--- src/rtl/pll_latch_pkg.sv ---
package pll_latch_pkg;
    localparam int CTRL_W = 2;

    typedef enum logic [CTRL_W-1:0] {
        SEL_REF  = 2'b00,
        SEL_NDIV = 2'b01,
        SEL_FUNC = 2'b10,
        SEL_INIT = 2'b11
    } ctrl_e;

    // bit positions inside the stored payload of the function latch
    localparam int HOLD_POS = 0;
    localparam int PD1_POS  = 1;
    localparam int PD2_POS  = 2;
endpackage

--- src/rtl/pll_word_decode.sv ---
module pll_word_decode
    import pll_latch_pkg::*;
#(
    parameter int WORD_W = 24,
    localparam int PAY_W = WORD_W - CTRL_W
) (
    input  logic              clk,
    input  logic              rst_n,
    input  logic              word_vld,
    input  logic [WORD_W-1:0] word,
    output logic              ld_ref,
    output logic              ld_ndiv,
    output logic              ld_func,
    output logic              ld_init,
    output logic [PAY_W-1:0]  payload
);
    ctrl_e sel;

    always_comb begin
        sel     = ctrl_e'(word[CTRL_W-1:0]);
        payload = word[WORD_W-1:CTRL_W];
        ld_ref  = word_vld && (sel == SEL_REF);
        ld_ndiv = word_vld && (sel == SEL_NDIV);
        ld_func = word_vld && (sel == SEL_FUNC);
        ld_init = word_vld && (sel == SEL_INIT);
    end


    sel_onehot_chk: assert property (@(posedge clk) disable iff (!rst_n)
        $onehot0({ld_ref, ld_ndiv, ld_func, ld_init}));
endmodule

--- src/rtl/pll_reset_seq.sv ---
module pll_reset_seq (
    input  logic clk,
    input  logic rst_n,
    input  logic ld_ndiv,
    input  logic ld_func,
    input  logic ld_init,
    input  logic ce,
    input  logic pd1_in,
    input  logic pd2_in,
    input  logic hold,
    output logic cnt_reset,
    output logic cp_tristate,
    output logic sync_pd
);
    typedef struct packed {
        logic pulse;
        logic armed;
        logic spd;
    } seq_t;

    seq_t st_d, st_q;

    always_comb begin
        st_d = st_q;
        st_d.pulse = 1'b0;
        if (ld_init) begin
            st_d.pulse = 1'b1;
            st_d.armed = 1'b1;
            st_d.spd   = ce && pd1_in && !pd2_in;
        end else if (ld_ndiv && st_q.armed) begin
            st_d.pulse = 1'b1;
            st_d.armed = 1'b0;
        end
        if (ld_func && !pd1_in) begin
            st_d.spd = 1'b0;
        end
    end

    always_ff @(posedge clk or negedge rst_n) begin
        if (!rst_n) st_q <= '0;
        else        st_q <= st_d;
    end

    assign cnt_reset   = st_q.pulse || hold;
    assign cp_tristate = st_q.pulse || hold;
    assign sync_pd     = st_q.spd;


    pulse_src_chk: assert property (@(posedge clk) disable iff (!rst_n)
        st_q.pulse |-> $past(ld_init || ld_ndiv));

    arm_fire_chk: assert property (@(posedge clk) disable iff (!rst_n)
        (ld_ndiv && st_q.armed) |=> cnt_reset);

    arm_once_chk: assert property (@(posedge clk) disable iff (!rst_n)
        (ld_ndiv && !st_q.armed) |=> !st_q.pulse);

    spd_set_chk: assert property (@(posedge clk) disable iff (!rst_n)
        (ld_init && ce && pd1_in && !pd2_in) |=> sync_pd);
endmodule

--- src/rtl/pll_latch_seq.sv ---
module pll_latch_seq
    import pll_latch_pkg::*;
#(
    parameter int WORD_W = 24,
    localparam int PAY_W = WORD_W - CTRL_W
) (
    input  logic              clk,
    input  logic              rst_n,
    input  logic              word_vld,
    input  logic [WORD_W-1:0] word,
    input  logic              ce,
    output logic [PAY_W-1:0]  ref_latch,
    output logic [PAY_W-1:0]  ndiv_latch,
    output logic [PAY_W-1:0]  func_latch,
    output logic              cnt_reset,
    output logic              cp_tristate,
    output logic              pwr_down
);
    typedef struct packed {
        logic [PAY_W-1:0] rref;
        logic [PAY_W-1:0] ndiv;
        logic [PAY_W-1:0] func;
    } lat_t;

    lat_t lat_d, lat_q;
    logic ld_ref, ld_ndiv, ld_func, ld_init;
    logic [PAY_W-1:0] payload;
    logic sync_pd;

    pll_word_decode #(.WORD_W(WORD_W)) u_dec (
        .clk      (clk),
        .rst_n    (rst_n),
        .word_vld (word_vld),
        .word     (word),
        .ld_ref   (ld_ref),
        .ld_ndiv  (ld_ndiv),
        .ld_func  (ld_func),
        .ld_init  (ld_init),
        .payload  (payload)
    );

    always_comb begin
        lat_d = lat_q;
        if (ld_ref)             lat_d.rref = payload;
        if (ld_ndiv)            lat_d.ndiv = payload;
        if (ld_func || ld_init) lat_d.func = payload;
    end

    always_ff @(posedge clk or negedge rst_n) begin
        if (!rst_n) lat_q <= '0;
        else        lat_q <= lat_d;
    end

    pll_reset_seq u_seq (
        .clk         (clk),
        .rst_n       (rst_n),
        .ld_ndiv     (ld_ndiv),
        .ld_func     (ld_func),
        .ld_init     (ld_init),
        .ce          (ce),
        .pd1_in      (payload[PD1_POS]),
        .pd2_in      (payload[PD2_POS]),
        .hold        (lat_q.func[HOLD_POS]),
        .cnt_reset   (cnt_reset),
        .cp_tristate (cp_tristate),
        .sync_pd     (sync_pd)
    );

    assign ref_latch  = lat_q.rref;
    assign ndiv_latch = lat_q.ndiv;
    assign func_latch = lat_q.func;
    assign pwr_down   = !ce || sync_pd;


    ref_store_chk: assert property (@(posedge clk) disable iff (!rst_n)
        (word_vld && word[CTRL_W-1:0] == SEL_REF) |=> ref_latch == $past(word[WORD_W-1:CTRL_W]));

    ce_keep_chk: assert property (@(posedge clk) disable iff (!rst_n)
        (!ce && !word_vld) |=> ($stable(func_latch) && $stable(ref_latch) && $stable(ndiv_latch)));

    hold_no_pd_chk: assert property (@(posedge clk) disable iff (!rst_n)
        (func_latch[HOLD_POS] && ce && !$past(ld_init)) |-> (cnt_reset && (pwr_down == sync_pd)));
endmodule

--- config.mk ---
export PLATFORM = sky130hd
export DESIGN_NAME = pll_latch_seq
export DESIGN_NICKNAME = d
export VERILOG_FILES = /design/src/rtl/pll_latch_pkg.sv /design/src/rtl/pll_word_decode.sv /design/src/rtl/pll_reset_seq.sv /design/src/rtl/pll_latch_seq.sv
export SDC_FILE = /design/constraint.sdc
export NUM_CORES = 1
export LEC_CHECK = 0
export ABC_AREA = 1
export BUFFER_PORTS_ARGS = -buffer_cell sky130_fd_sc_hd__buf_4
export CAP_MARGIN = 5
export CORE_UTILIZATION = 28
export DETAILED_ROUTE_END_ITERATION = 16
export PLACE_DENSITY = 0.62
export REMOVE_ABC_BUFFERS = 1
export SYNTH_ARGS = -nofsm -noshare
export SYNTH_HDL_FRONTEND = slang
export SYNTH_SLANG_ARGS = --single-unit
--- constraint.sdc ---
create_clock -name clk -period 1.15 [get_ports clk]
set_clock_uncertainty 0.05 [all_clocks]
set_input_delay 0.2875 -clock clk [delete_from_list [all_inputs] [get_ports clk]]
set_output_delay 0.2875 -clock clk [all_outputs]
set_load 0.05 [all_outputs]
==> metrics.txt, run 1 <==
status finished with violations; failing checks setup timing; crit path kind flop to primary output; yosys warns 0; CTS Buf Count 9; Final Wtd Congestion 0.699; share of layout cells above drive strength 1 0.505; setup_tns -6.19 ns; first-pass GRT wire length 10.1 mm; Layout area overhead 58.3%; Maximum Capacitance Violations 0; H-tree depth 3; TritonRoute pass-1 iters 4; CTS tree yes; initial drt markers 59; die area 0.0104 mm2; area share of fa/ha/maj cells after synthesis 0; clk_lat worst skew 0.34 ns; CP arrival 1.13 ns; Ports 97; PD cells 1810 mW/mm2; Pleak 2.26 nW; Synth Area in Simple Gates 0.122; minimum clock period 1.46 ns; sequential cell area fraction in the yosys report 0.619; antenna violations before repair 0; GR Overflow Total 0; GRT Resource Usage Total 0.130; Routed Antenna Nets 0; Reg power frac 0.382; Row Count 36; final core utilization 0.454; fin nets 422; # diodes 0; GR peak layer met2; measured slew at the worst slew-check pin approximately 0.20 ns; RSZ-0062 raised after global routing true; drt via density 4.18; M1 GR Usage 0.156; # DRC 0; CP endpoint kind primary output; DP HPWL about 4.3 mm; clock sink total 69; Yosys reg bits 69; post-synthesis mux area share 0; internal power ~5 mW; main combinational cell family by area after synthesis compound AO/OA/AOI/OAI gates; Max Buffers Root-to-Sink 2; fin. max-slew vios 0; Initial Util 0.287; Die X 102 um; register clock-pin slew on the reported worst setup and hold paths 0.07 ns; final number of hold-violating endpoints 0; mapped cell area ~0.0028 mm2; highest-count cells in the layout ignoring fill and taps nand2_1, dfrtp_1, buf_6, buf_4, o21ai_2; Sw Pwr between 3 and 4 mW; Post-Synthesis Cells 260; sw frac 0.379; logic gate share of total power 0.392; clock network power share 0.226; hold_ws 0.184 ns; GR Util met2 0.206; peak supply drop roughly 0.00066 V; DR WL/cell 12.1 um; Worst Slack Setup Final -0.314 ns; Post-Route WL 6.45 mm; Final Setup Violations 69; total power 7.98 mW; Synth cell types 14; min-delay worst type input port to flop; largest net degree at the start of global routing 37; Die Y-Extent 102 um; Slew Limit Headroom 0.868; CTS Root Cell clkbuf_8; Synth Area in XOR/XNOR 0; max frequency 683 MHz; core area 0.00973 mm2; CP Max Fanout 2; vias 2,222; synthesized area per cell 10.7 um2; worst endpoint required time 0.81 ns; I/O Buffers 96; Synth Area in Compound Gates 0.178; most common cell after layout, fill and taps aside nand2_1; fillers 961; period utilization 1.27; Startpoint Class flop; vias in the first global route 2,125; grt met3 use 0.0559
flip-flops by register name (all words and copies together), names as in the netlist:
| name | count |
|---|---|
| u_seq.sync_pd | 1 |
| ndiv_latch | 22 |
| func_latch | 22 |
| ref_latch | 22 |
| u_seq.st_q | 2 |
final cells by class:
type	instances	area [um2]	share of cell area
well taps	133	166	0.0377
repair buffers	138	1410	0.319
clock inverters	1	5.00	0.00113
multi-input cells	151	841	0.190
clock buffers	14	173	0.0391
flip-flops and latches	69	1730	0.391
inverters	25	93.8	0.0213
cells by family (layout without fill, tap and decap cells):
family	Yosys count	after routing
simple gates	85	85
compound gates	66	66
flops	69	69
buf+inv	40	178
final timing paths:
path,startpoint,to,slack [ns],cells after the start
max in group asynchronous,rst_n,ref_latch[12],0.43,3
min,word[7],ref_latch[5],0.18,3
min in group asynchronous,rst_n,ref_latch[11],0.43,3
max reg2reg,ndiv_latch[15],ndiv_latch[15],0.22,4
min reg2reg,u_seq.st_q[1],u_seq.st_q[1],0.45,2
max,u_seq.st_q[2],cnt_reset,-0.31,2
critical path, stage by stage (launching register included):
cell	delay, ns
dfrtp_1	0.36
or2_4	0.27
buf_8	0.15
cell usage after synthesis:
| library cell | count | area share |
|---|---|---|
| nor2_2 | 1 | 0.0022 |
| buf_4 | 3 | 0.0081 |
| nand2_2 | 2 | 0.0045 |
| buf_2 | 4 | 0.0072 |
| or2_2 | 1 | 0.0022 |
| nand3_1 | 3 | 0.0054 |
| o21ai_1 | 22 | 0.039 |
| dfrtp_1 | 69 | 0.62 |
| nand2_1 | 74 | 0.10 |
| inv_1 | 25 | 0.034 |
| nor2_1 | 3 | 0.0040 |
| o21ai_2 | 44 | 0.14 |
| buf_6 | 8 | 0.032 |
| nand2_4 | 1 | 0.0040 |
through the flow:
stage               cells  area, um2  setup WS [ns]
detailed placement    484       3720        -0.0344
global placement      484       3720        -0.0262
finish                531       4410         -0.314
floorplan             245       2660         -0.334
CTS                   512       4270         -0.339
global route          531       4410         -0.355
what timing repair did:
item,4_1_cts,5_1_grt
setup endpoints to repair,69,69
pin swaps,1,0
endpoints found under the hold margin,69,0
setup buffers,12,19
gates cloned,0,0
gates resized for setup,74,1
hold buffers,1,0
power by group through the flow:
| stage | Combinational, mW | Sequential (mW) | Clock, mW |
|---|---|---|---|
| after CTS | 3.00 | 3.05 | 1.89 |
| after detailed placement | 2.67 | 3.03 | 0 |
| after global routing | 3.30 | 3.08 | 1.97 |
| after global placement | 2.64 | 3.02 | 0 |
| final | 3.13 | 3.05 | 1.80 |
| after floorplan | 0.540 | 4.23 | 0 |
metal layers:
layer | up-vias | part of all wire
met5 | - | 0
met4 | 0 | 0.014
met3 | 10 | 0.064
met2 | 65 | 0.49
met1 | 1052 | 0.43
li1 | 1095 | -
Power figures use the tool's default switching activity.
==> run 2, diff against run 1 <==
Settings changed: CELL_PAD_IN_SITES_DETAIL_PLACEMENT from default to 0, CELL_PAD_IN_SITES_GLOBAL_PLACEMENT from default to 1, PLACE_DENSITY 0.62 to 0.74, SETUP_SLACK_MARGIN from default to 0.5.
Clock period 1.15 ns to 1.7 ns, I/O delays scaled along.
==> metrics.txt, run 2 (synthesis gave the netlist of run 1 again) <==
most common cell after layout, fill and taps aside nand2_1; CP Max Fanout 2 (unchanged); non-filler instance count after layout 534 (+0.56%); Routed Antenna Nets 0 (unchanged); worst endpoint required time 1.22 ns (+0.41 ns); Max Buffers Root-to-Sink 2 (unchanged); Startpoint Class flop; CTS Buf Count 9 (unchanged); DP Cell Count 481 (-0.62%); RSZ-0062 raised after global routing true; CTS Hold Bufs 0 (-1); GR Overflow Total 0 (unchanged); antenna violations before repair 0 (unchanged); Row Count 36 (unchanged); Layout area overhead 54.8%; drt via density 4.10 (-2.0%); CTS Root Cell clkbuf_8; DP HPWL 4.15 mm (-3.6%); clk_lat worst skew 0.33 ns (about the same); period utilization 0.938; H-tree depth 3 (unchanged); largest net degree at the start of global routing 70 (+89%); die area 0.0104 mm2 (unchanged); DR WL/cell 11.7 um (-3.8%); register clock-pin slew on the reported worst setup and hold paths 0.07 ns (about the same); Die X 102 um (unchanged); core area 0.00973 mm2 (unchanged); vias 2,190 (-1.4%); TritonRoute pass-1 iters 4 (unchanged); CTS tree yes; Final Setup Violations 0 (-100%); highest-count cells in the layout ignoring fill and taps nand2_1, dfrtp_1, buf_4, buf_6, o21ai_2; Post-Route WL 6.24 mm (-3.3%); fillers 965 (+0.42%); crit path kind flop to primary output; CP arrival 1.12 ns (about the same); Crit path max-delay family flip-flops; Ports 97 (unchanged); CP endpoint kind primary output; min-delay worst type input port to asynchronous set/reset pin; setup_tns 0 ns (+6.19 ns); fin. max-slew vios 0 (unchanged); first-pass GRT wire length 10.0 mm (-0.89%); CP Cell Sequence or2_4 > buf_8; slowest cell on the critical path dfrtp_1; Die Y-Extent 102 um (unchanged); final number of hold-violating endpoints 0 (unchanged); PD cells 1220 mW/mm2 (-33%); # diodes 0 (unchanged); Maximum Capacitance Violations 0 (unchanged); status finished, final reports clean; clock sink total 69 (unchanged); Pleak 2.22 nW (-1.9%); minimum clock period approximately 1.6 ns; WP buf/inv 1 (unchanged); fin nets 424 (+0.47%); Reg2Reg Setup Slack 0.78 ns (+0.56 ns); slowest stage delay, CP 0.37 ns (about the same); GRT Resource Usage Total 0.127 (-0.00325); # DRC 0 (unchanged); Slew Limit Headroom 0.756 (-0.112); vias in the first global route 2,087 (-1.8%); initial drt markers 60 (+1.7%); crit path launch u_seq.st_q[2]; measured slew at the worst slew-check pin 0.366 ns (+0.168 ns); Final Wtd Congestion 0.679 (-2.9%); peak supply drop 0.000463 V (-30%); share of layout cells above drive strength 1 0.504 (-0.00128); Initial Util 0.287 (unchanged); worst r2r src ref_latch[21]; max frequency 627 MHz; I/O Buffers 96 (unchanged); total power 5.26 mW (-34%)
run 2: per-stage QoR:
stage	utilization	cell area, um2	setup slack [ns]	hold WS [ns]
final	0.444	4320	0.105	0.0424
after floorplan	-	2660	0.0785	0.0794
after global placement	0.371	3610	0.362	0.412
after global routing	0.444	4320	0.0595	0.0546
after detailed placement	0.371	3610	0.338	0.413
after CTS	0.429	4170	0.0790	0.0422
run 2: layout make-up:
type / instances / area (um2) / area share
Sequential cell: 69 / 1730 / 0.400
Tap cell: 133 / 166 / 0.0385
Inverter: 25 / 93.8 / 0.0217
Clock buffer: 14 / 143 / 0.0330
Timing Repair Buffer: 140 / 1340 / 0.310
Multi-Input combinational cell: 151 / 841 / 0.195
Clock inverter: 2 / 10.0 / 0.00232
run 2: power breakdown:
part	internal, mW	leakage [nW]	switching (mW)
Clock	0.528	0.0784	0.555
Sequential	1.88	0.859	0.174
Combinational	0.831	1.28	1.29
Total	3.24	2.22	2.02
run 2: layer usage:
| layer | vias up | wire (um) | part of all wire | GRT usage |
|---|---|---|---|---|
| met3 | 9 | 268 | 0.043 | 0.0338 |
| met2 | 60 | 3130 | 0.50 | 0.207 |
| met4 | 0 | 95 | 0.015 | 0.0535 |
| li1 | 1102 | - | - | - |
| met5 | - | 0 | 0 | 0 |
| met1 | 1019 | 2750 | 0.44 | 0.158 |
run 2: worst paths after layout:
kind	cells after the start	end
max	2	cnt_reset
min	2	ref_latch[14]
max reg2reg	4	ref_latch[21]
min reg2reg	2	u_seq.st_q[1]
max in group asynchronous	2	ref_latch[6]
min in group clk	3	ref_latch[4]
run 2: worst register-to-register path, delay by kind of cell (launching register included):
family                 cells  cell delay (ns)
flip-flops                 1             0.39
buffers and inverters      2             0.25
AND/OR/NAND/NOR            1             0.06
AO/OA/AOI/OAI              1             0.05
run 2: repair_timing:
action	in CTS	in global routing
resized for setup	72	4
pin swaps	1	0
endpoints found under the setup margin	69	69
buffers inserted	19	18
